[config.mk]
export PLATFORM = sky130hd
export DESIGN_NAME = updown_counter
export DESIGN_NICKNAME = d
export VERILOG_FILES = /design/src/rtl/updown_counter_pkg.sv /design/src/rtl/cnt_op_decode.sv /design/src/rtl/cnt_term_flags.sv /design/src/rtl/updown_counter.sv
export SDC_FILE = /design/constraint.sdc
export NUM_CORES = 1
export LEC_CHECK = 0
export BUFFER_PORTS_ARGS = -buffer_cell sky130_fd_sc_hd__buf_2
export CORE_AREA = 2 2 39 41
export CTS_CLUSTER_SIZE = 8
export DETAILED_ROUTE_END_ITERATION = 8
export DIE_AREA = 0 0 41 43
export HOLD_SLACK_MARGIN = 0.15
export PLACE_DENSITY_LB_ADDON = 0.25
export SYNTH_ARGS = -nofsm -noshare
export SYNTH_HDL_FRONTEND = slang
export SYNTH_SLANG_ARGS = --single-unit
[constraint.sdc]
create_clock -name clk -period 1.5 [get_ports clk]
set_clock_uncertainty 0.15 [all_clocks]
set_input_delay 0.225 -clock clk [delete_from_list [all_inputs] [get_ports clk]]
set_output_delay 0.225 -clock clk [all_outputs]
set_load 0.01 [all_outputs]
[src/rtl/updown_counter_pkg.sv]
package updown_counter_pkg;

    // Operation selected for the next clock edge, in priority order
    typedef enum logic [1:0] {
        OP_HOLD = 2'd0,
        OP_LOAD = 2'd1,
        OP_INC  = 2'd2,
        OP_DEC  = 2'd3
    } cnt_op_e;

endpackage

[src/rtl/cnt_op_decode.sv]
module cnt_op_decode
    import updown_counter_pkg::*;
(
    input  logic    clr,
    input  logic    load_n,
    input  logic    up,
    input  logic    down,
    output cnt_op_e op
);

    always_comb begin
        if (clr)
            op = OP_HOLD;
        else if (!load_n)
            op = OP_LOAD;
        else if (up && !down)
            op = OP_INC;
        else if (down && !up)
            op = OP_DEC;
        else
            op = OP_HOLD;
    end

endmodule

[src/rtl/cnt_term_flags.sv]
module cnt_term_flags
    import updown_counter_pkg::*;
#(
    parameter int WIDTH = 4
) (
    input  cnt_op_e          op,
    input  logic [WIDTH-1:0] count,
    output logic             carry_n,
    output logic             borrow_n
);

    localparam logic [WIDTH-1:0] TOP = {WIDTH{1'b1}};

    always_comb begin
        carry_n  = !((op == OP_INC) && (count == TOP));
        borrow_n = !((op == OP_DEC) && (count == '0));
    end

endmodule

[src/rtl/updown_counter.sv]
module updown_counter
    import updown_counter_pkg::*;
#(
    parameter int WIDTH = 4
) (
    input  logic             clk,
    input  logic             clr,
    input  logic             load_n,
    input  logic             up,
    input  logic             down,
    input  logic [WIDTH-1:0] din,
    output logic [WIDTH-1:0] count,
    output logic             carry_n,
    output logic             borrow_n
);

    localparam logic [WIDTH-1:0] TOP = {WIDTH{1'b1}};
    localparam logic [WIDTH-1:0] ONE = {{(WIDTH-1){1'b0}}, 1'b1};

    typedef struct packed {
        logic [WIDTH-1:0] count;
    } cnt_state_t;

    cnt_state_t state_d, state_q;
    cnt_op_e    op;

    cnt_op_decode u_decode (
        .clr    (clr),
        .load_n (load_n),
        .up     (up),
        .down   (down),
        .op     (op)
    );

    cnt_term_flags #(.WIDTH(WIDTH)) u_flags (
        .op       (op),
        .count    (state_q.count),
        .carry_n  (carry_n),
        .borrow_n (borrow_n)
    );

    always_comb begin
        state_d = state_q;
        unique case (op)
            OP_LOAD: state_d.count = din;
            OP_INC:  state_d.count = state_q.count + ONE;
            OP_DEC:  state_d.count = state_q.count - ONE;
            default: state_d.count = state_q.count;
        endcase
    end

    always_ff @(posedge clk or posedge clr) begin
        if (clr)
            state_q <= '0;
        else
            state_q <= state_d;
    end

    assign count = state_q.count;


    load_value_chk: assert property (@(posedge clk) disable iff (clr)
        !load_n |=> count == $past(din));


    up_step_chk: assert property (@(posedge clk) disable iff (clr)
        (load_n && up && !down) |=> count == $past(count) + ONE);


    down_step_chk: assert property (@(posedge clk) disable iff (clr)
        (load_n && down && !up) |=> count == $past(count) - ONE);


    up_wrap_chk: assert property (@(posedge clk) disable iff (clr)
        !carry_n |=> count == '0);


    down_wrap_chk: assert property (@(posedge clk) disable iff (clr)
        !borrow_n |=> count == TOP);


    both_hold_chk: assert property (@(posedge clk) disable iff (clr)
        (load_n && up == down) |=> $stable(count));


    carry_term_chk: assert property (@(posedge clk) disable iff (clr)
        !carry_n |-> (count == TOP && up && !down && load_n));


    borrow_term_chk: assert property (@(posedge clk) disable iff (clr)
        !borrow_n |-> (count == '0 && down && !up && load_n));


    always_comb begin
        if (clr) begin
            clr_flags_chk: assert (carry_n && borrow_n);
        end
    end

endmodule

=== Word-level counts from Yosys, hierarchy flattened ===
Cells that the tools add are included.

* Flip-flop bits (word level): 4
* Input port bits: 9
* Output and inout bits: 6
* Word-level logic and storage cells: 22

* Add/sub/neg operators: 2
* Equal/unequal tests: 4
* Multiplexer cells: 5
* Reductions and logical operators: 10

{| class="wikitable"
|+ Operators with widths
! kind !! count
|-
| one-hot mux 4 bit (3 select lines) || 1
|-
| 2-to-1 mux 2 bit || 4
|-
| adder 4 x 1 -> 4 bit (second input constant) || 1
|-
| == test 2 bit (second input constant) || 2
|-
| == test 4 bit (second input constant) || 1
|-
| logical AND 1 bit || 4
|-
| logical NOT 1 bit || 4
|-
| logical NOT 4 bit || 1
|-
| subtractor 4 x 1 -> 4 bit (second input constant) || 1
|-
| nonzero test 3 bit || 1
|-
| == test 2 x 1 -> 1 bit (second input constant) || 1
|}

=== Longest topological paths before layout ===
Gate-level depths: netlist of run 1.

* Word-level depth: 9
* Mapped depth: 9
* Mapped depth without buffers: 9

=== Cells and area by module ===
Synthesis of run 1 repeated with hierarchy kept, for this count alone.

* Cell total of the unflattened synthesis: 46
* Area total of the unflattened synthesis: 394.1 µm²

{| class="wikitable"
|+ Modules (own cells, without submodules)
! module !! times used !! cells each !! area each (µm²) !! seq. area each (µm²)
|-
| updown_counter || 1 || 37 || 330.3 || 100.1
|-
| cnt_op_decode || 1 || 5 || 37.5 || 0.0
|-
| cnt_term_flags || 1 || 4 || 26.3 || 0.0
|}

=== Worst setup path after synthesis of run 1 ===
OpenSTA, ideal clock, no wires.

* Kind: input to register
* Start: input port up
* End: register state_q (netlist bit count[2])
* Setup time: 0.141 ns
* Data arrival time: 1.959 ns
* Required time: 1.209 ns
* Setup slack: -0.750 ns
* Stages on the path: 9
* Path buffers: 0
* Path through: inv_1 ha_1 nor3b_4 nand2_1 xnor2_1 ha_1 or4_1 nand3_1 a31oi_1

* Longest elaborated chain between the ends: 8
* Elaborated cells on any way between the ends: 12
* Those cells by class: eq/ne (3); mux (5); reduce/logical (4)

{| class="wikitable"
|+ Ends and longest elaborated chain
! what !! line !! text
|-
| start, declared || updown_counter.sv:9 || <nowiki>input logic up,</nowiki>
|-
| logical NOT 1 bit || cnt_op_decode.sv:18 || <nowiki>else if (down && !up)</nowiki>
|-
| logical AND 1 bit || cnt_op_decode.sv:18 ||
|-
| 2-to-1 mux 2 bit || cnt_op_decode.sv:18 ||
|-
| 2-to-1 mux 2 bit * || cnt_op_decode.sv:16 || <nowiki>else if (up && !down)</nowiki>
|-
| 2-to-1 mux 2 bit * || cnt_op_decode.sv:14 || <nowiki>else if (!load_n)</nowiki>
|-
| 2-to-1 mux 2 bit * || cnt_op_decode.sv:12 || <nowiki>if (clr)</nowiki>
|-
| == test 2 bit or == test 2 x 1 -> 1 bit (tied branches) || updown_counter.sv:44 || <nowiki>unique case (op)</nowiki>
|-
| one-hot mux 4 bit (3 select lines) or nonzero test 3 bit (tied branches) || n/a ||
|-
| end signal, assigned || updown_counter.sv:56 || <nowiki>state_q <= state_d;</nowiki>
|-
| end, declared || updown_counter.sv:24 || <nowiki>cnt_state_t state_d, state_q;</nowiki>
|}

Every way passes the cells marked *; elsewhere a longest branch is shown, timed or not.
A chain may end at the register's enable or synchronous reset.

=== Worst setup path in the final report of run 1 ===
* Start: input port down
* End: register state_q (netlist bit count[2])

* Longest elaborated chain between the ends: 7
* Elaborated cells on any way between the ends: 12
* Those cells by class: eq/ne (3); mux (5); reduce/logical (4)

{| class="wikitable"
|+ Ends and longest elaborated chain
! what !! line !! text
|-
| start, declared || updown_counter.sv:10 || <nowiki>input logic down,</nowiki>
|-
| logical AND 1 bit or logical NOT 1 bit (tied branches) || cnt_op_decode.sv:18, cnt_op_decode.sv:16 ||
|-
| 2-to-1 mux 2 bit or logical AND 1 bit (tied branches) || cnt_op_decode.sv:18, cnt_op_decode.sv:16 ||
|-
| 2-to-1 mux 2 bit * || cnt_op_decode.sv:16 ||
|-
| 2-to-1 mux 2 bit * || cnt_op_decode.sv:14 ||
|-
| 2-to-1 mux 2 bit * || cnt_op_decode.sv:12 ||
|-
| == test 2 bit or == test 2 x 1 -> 1 bit (tied branches) || updown_counter.sv:44 ||
|-
| one-hot mux 4 bit (3 select lines) or nonzero test 3 bit (tied branches) || n/a ||
|}

Marked as above.

==> flow_summary.yaml, run 1 <==
route:
  wire_per_inst_um: 10.53
  drt_iter0_markers: 12
  vias_per_cell: 4.755
  num_vias: 466
  ant_nets: 0
  drc: 0
  first_pass_iters: 2
  wl_um: 1032
clock_network:
  htree_levels: 1
  cts_sinks: 4
  cts_tree: "done"
  clock_path_buffers: 2
  clock_latency_ns: 0.23
  numCtsBuffers: 3
  cts-root-buf: "clkbuf_4"
  clkSlewWorstSetupHoldPaths_ns: 0.03
floorplan:
  die_y_um: 43
  die_w_um: 41
  core-area_um2: 1384
  rows: 14
  start_util: 0.2785
  pin_count: 15
  die_area_um2: 1763
critical_path:
  critPathLaunch: "down"
  r2r_cells: 6
  critPathLaunchType: "input port"
  timing.rr.start: "count[1]"
  crit_arrival_ns: 1.80
  crit_type: "in2reg"
  cp-end-kind: "flip-flop"
  r2r_setup_slack_ns: -0.23
  crit_required_ns: 1.45
  rr_endpoint: "count[2]"
  worstPathMaxFanout: 2
  crit_path_end: "count[2]"
synthesis:
  yosys_warnings: 0
  syn_area_um2: 385.4
  ys_seq_area_frac: 0.2597
  yosys.area.top_type: "dfrtp_1"
  synthTopCellsByArea: "dfrtp_1 26%, ha_1 6.5%, o21ai_0 6.5%"
  synth_fp_nets: 58
  synth.avg_cell_area_um2: 8.199
  ys_seq_elements: 4
  synth.top_cell.area_share: 0.2597
  synthCells: 47
  synth.distinct_cells: 25
global_route:
  grt_pass1_vias: 458
  gr-usage-met3: 0.03141
  grt.met1_usage: 0.1948
  busiest_layer: "met2"
  overflow: 0
  grt_antenna_before_repair: 0
  grt_max_degree: 10
  groute.usage.overall: 0.1521
  grt_pass1_wl_um: 1794
  gr-usage-met2: 0.2094
pwr:
  switching_power_uw: 192.3
  p_sw_frac: 0.3203
  pwr-share-comb: 0.536
  cell_internal_pwr_uw: 408.0
  power.share.clock: 0.213
  vdd_ir_drop_max_mv: 0.5093
  leakage_uw: 0.0003342
  seq_power_share: 0.251
  power_density_nw_per_um2: 838.9
place:
  place.gp.congestion: 0.7769
  io_buffers: 14
  pre_cts_slack_ns: -0.6391
  dp_hpwl_um: 766.7
  dp_cells: 88
layout:
  largest_reg_flops: 4
  multi_input_area_um2: 302.8
  nFillCells: 132
  instances_no_fill: 98
  seqCellArea_um2: 100.1
  num_antenna_cells: 0
  final_nets: 95
  drive_gt1_frac: 0.5244
  area_delta_synth_final_pct: 85.71
sta:
  relSlewSlack: 0.7924
  rsz0062_at_grt: "true"
  hold_viol: 0
  finalSetupViolCount: 3
  tightest_slew_ns: 0.3074
  finalCritPeriodShare: 1.237
  worst_slack_ns: -0.3559
  maxSlewViolCount: 0
  max_freq_mhz: 538.8
  fin_crit_ns: 1.856
  tns_ns: -0.7946
flow_run:
  maxCapViolCount: 0
hold_path:
  hold_class: "in2async"
run_status:
  run_status: "complete, but fails checks"
  violations: "setup timing"
-- worst min path at each step --
stage | to | slack [ns]
3_5_place_dp | count[2] | 0.17
2_1_floorplan | count[0] | 0.0006
3_3_place_gp | count[2] | 0.17
4_1_cts | count[2] | 0.20
5_1_grt | count[2] | 0.17
6_report | count[2] | 0.16
-- critical path, stage by stage --
cell	delay, ns
buf_6	0.10
ha_4	0.24
nor3b_4	0.19
nand2_2	0.10
xnor2_2	0.14
ha_2	0.17
or4_1	0.46
nand3_1	0.08
a31oi_1	0.10
-- stage by stage --
stage / hold WS [ns] / utilization / area (µm²) / total power (µW)
floorplan: 0.0006171 / - / 400.4 / 281.6
global placement: 0.1748 / 0.4114 / 569.3 / 386.7
detailed placement: 0.1679 / 0.4114 / 569.3 / 387.1
CTS: 0.1967 / 0.4991 / 690.7 / 584.8
global route: 0.1726 / 0.5172 / 715.7 / 658.2
finish: 0.1640 / 0.5172 / 715.7 / 600.4
-- cell families (layout without fill, tap and decap cells) --
family	after synthesis	count (layout)	share of synthesized area
fa+ha+maj	2	2	0.06492
xor+xnor	1	1	0.02273
flops	4	4	0.2598
simple gates	19	19	0.2987
buf+inv	5	40	0.06817
compound gates	15	15	0.2598
mux	1	1	0.02598
-- what timing repair did --
| item | CTS | global route |
|---|---|---|
| hold buffers | 3 | 0 |
| hold endpoints to repair | 6 | 0 |
| gates resized for setup | 10 | 5 |
| setup buffers | 4 | 0 |
| pin swaps | 7 | 3 |
| endpoints found under the setup margin | 4 | 5 |
-- cell type report --
type | instances | share of cell area
Sequential cell | 4 | 0.1399
Timing Repair Buffer | 33 | 0.3531
Clock buffer | 3 | 0.03147
Tap cell | 16 | 0.02797
Multi-Input combinational cell | 38 | 0.4231
Inverter | 4 | 0.02448
-- Yosys cell counts --
master and number:
a21oi_1 3, ha_1 2, a311oi_1 1, and2b_1 1, xnor2_1 1, nand2b_1 1
buf_6 1, a32oi_1 1, dfrtp_1 4, a31oi_1 1, a211o_1 1, mux2i_1 1
nor3b_4 1, o41ai_1 1, or3_1 3, o21ai_0 5, inv_1 4, a221o_1 1
nor3_1 1, nor2b_1 2, nand3_1 4, o32ai_1 1, nand2_1 3, nor2_1 2
or4_1 1
-- power by group through the flow --
stage / clock [µW] / combinational [µW] / sequential [µW]
final: 128 / 322 / 151
after global routing: 151 / 353 / 154
after CTS: 138 / 297 / 149
after detailed placement: 0 / 236 / 151
after global placement: 0 / 236 / 151
after floorplan: 0 / 111 / 170
-- metal layers --
layer  part of all wire  wire [µm]
met3              0.031         32
met2               0.48        498
met1               0.48        491
met5                  0          0
met4             0.0097         10
-- placed cells by master (no fill, tap or decap), drive strengths merged, types with 2 or more instances in the layout --
master | netlist | routed
dlygate4sd3 | 0 | 2
nand3 | 4 | 4
nor2 | 2 | 2
o21ai | 5 | 5
buf | 1 | 30
nand2 | 3 | 3
a21oi | 3 | 3
nor2b | 2 | 2
ha | 2 | 2
or3 | 3 | 3
clkbuf | 0 | 3
dfrtp | 4 | 4
inv | 4 | 4
Power figures use the tool's default switching activity.
==> run 2: changes to the inputs <==
Settings changed: ABC_AREA set to 1.
==> run 2 against run 1 <==
Compared with the run above:
- the flow still finishes with violations (setup timing)
- critical path depth is 5 lower
- sequential share of layout area fell by 1.1 points
- sequential power is essentially flat
- global-route usage grew 1.9 points
- worst setup slack improved by 0.30 ns
- register-to-register slack gained 0.22 ns
- flip-flop and latch count did not move
- die area is the same
- first-iteration DRC count down 58%
- power down 4.2%
- critical path type is now reg2out
==> flow_summary.yaml, run 2 <==
run_status:
  run_status: "complete, but fails checks"
  violations: "setup timing"
layout:
  final_util: 0.5597
  area_delta_synth_final_pct: 96.51
  num_antenna_cells: 0
  largest_reg_flops: 4
  nFillCells: 139
  final_cell_mix: "14 x nand2_1, 14 x buf_4, 11 x buf_2"
  multi_input_area_um2: 299.0
  final_nets: 111
  seqCellArea_um2: 100.1
  drive_gt1_frac: 0.5510
  instances_no_fill: 114
route:
  wire_per_inst_um: 10.23
  vias_per_cell: 4.570
  wl_um: 1166
  drt_iter0_markers: 5
  drc: 0
  num_vias: 521
  first_pass_iters: 4
  ant_nets: 0
synthesis:
  synthTopCellsByArea: "dfrtp_1 25%, nand2_1 13%, nand4_1 7.9%"
  synthTopCellsByCount: "14 x nand2_1, 8 x inv_1, 5 x nand3_1, 5 x nand4_1, 4 x dfrtp_1"
  ys_seq_elements: 4
  ys.flop_type: "dfrtp_1"
  synth_fp_nets: 71
  synthArstFlopShare: 1.000
  synth.distinct_cells: 21
  post-synth-top-count-cell: "nand2_1"
  syn_area_um2: 394.1
  synth_edf_count: 0
  ys_seq_area_frac: 0.2540
  synth.avg_cell_area_um2: 6.569
  yosys_warnings: 0
  yosys.area.top_type: "dfrtp_1"
  synthCells: 60
  synth.top_cell.area_share: 0.2540
sta:
  finalCritPeriodShare: 1.037
  tightest_slew_ns: 0.2719
  max_freq_mhz: 642.8
  maxSlewViolCount: 0
  worst_slack_ns: -0.05574
  fin_crit_ns: 1.556
  relSlewSlack: 0.8187
  finalSetupViolCount: 3
  rsz0062_at_grt: "true"
  hold_viol: 0
global_route:
  busiest_layer: "met2"
  groute.usage.overall: 0.1711
  gr-usage-met3: 0.03141
  grt_max_degree: 8
  grt_pass1_wl_um: 2042
  grt_antenna_before_repair: 0
  grt.met1_usage: 0.2310
  gr-usage-met2: 0.2531
  overflow: 0
  grt_pass1_vias: 519
critical_path:
  crit_type: "reg2out"
  crit_required_ns: 1.12
  timing.rr.start: "count[1]"
  r2r_setup_slack_ns: -0.01
  cp-end-kind: "output pin"
  critPathLaunchType: "flip-flop"
  rr_endpoint: "count[2]"
  crit_arrival_ns: 1.18
  worstPathMaxFanout: 4
  r2r_cells: 12
clock_network:
  clock_latency_ns: 0.23
  cts_sinks: 4
  cts_tree: "done"
  htree_levels: 1
  numCtsBuffers: 3
  cts-root-buf: "clkbuf_4"
  clock_path_buffers: 2
  clkSlewWorstSetupHoldPaths_ns: 0.04
floorplan:
  die_y_um: 43
  die_area_um2: 1763
  core-area_um2: 1384
  start_util: 0.2848
  pin_count: 15
  die_w_um: 41
  rows: 14
place:
  place.gp.congestion: 0.8172
  dp_hpwl_um: 814.6
  dp_cells: 100
  io_buffers: 14
pwr:
  vdd_ir_drop_max_mv: 0.4101
  leakage_uw: 0.0004073
  power_uw: 575.1
  power_density_nw_per_um2: 742.6
hold_path:
  whs_endpoint: "count[2]"
  hold_depth: 4
  min-delay-start: "din[2]"
  hold_class: "in2reg"
flow_run:
  maxCapViolCount: 0
run 2: cell families after synthesis:
family	share of synthesized area
and+or+nand+nor	0.4381
DFF	0.2540
adders and majority gates	0.06348
buffers and inverters	0.1270
AOI/OAI and AO/OA	0.1174
run 2: metrics by stage:
stage	area [µm²]	setup TNS (ns)	hold slack [ns]	setup WS [ns]
2_1_floorplan	406.6	-0.07913	-0.1412	-0.07913
3_3_place_gp	584.3	-0.6720	0.07514	-0.1903
3_5_place_dp	584.3	-0.7056	0.07516	-0.2070
4_1_cts	730.7	-0.1852	0.1723	-0.07529
5_1_grt	774.5	-0.4034	0.2334	-0.1427
6_report	774.5	-0.1222	0.1830	-0.05574
run 2: cell type report:
| class | instances | area share |
|---|---|---|
| Multi-Input combinational cell | 43 | 0.3861 |
| Timing Repair Buffer | 35 | 0.3586 |
| Sequential cell | 4 | 0.1292 |
| Inverter | 13 | 0.07108 |
| Clock buffer | 3 | 0.02908 |
| Tap cell | 16 | 0.02585 |
run 2: what timing repair did:
action / in CTS / in global routing
endpoints found under the hold margin: 6 / 0
pin swaps: 6 / 12
hold buffers: 3 / 0
resized for setup: 10 / 9
buffers inserted: 6 / 2
endpoints found under the setup margin: 2 / 6
run 2: power by group:
group          internal (µW)  switching (µW)
registers                129            24.0
clock network           89.3            41.1
logic                    146             146
run 2: worst max-delay path, stage by stage (launching register included):
cell     delay (ns)
dfrtp_1        0.37
buf_4          0.16
nor3_4         0.21
nand3_2        0.09
buf_6          0.13
run 2: worst max path at each step:
stage	end	from	cells past startpoint	slack, ns
after floorplan	count[2]	up	15	-0.08
after global placement	count[2]	down	13	-0.19
after detailed placement	count[2]	down	13	-0.21
after CTS	carry_n	up	9	-0.08
after global routing	count[2]	up	16	-0.14
final	borrow_n	count[1]	4	-0.06
run 2: metal layers:
metal | vias to the layer above | wire length, µm | share of wire
met5 | - | 0 | 0
met4 | 0 | 0 | 0
met3 | 0 | 24 | 0.021
met2 | 8 | 624 | 0.54
met1 | 236 | 516 | 0.44
li1 | 277 | - | -
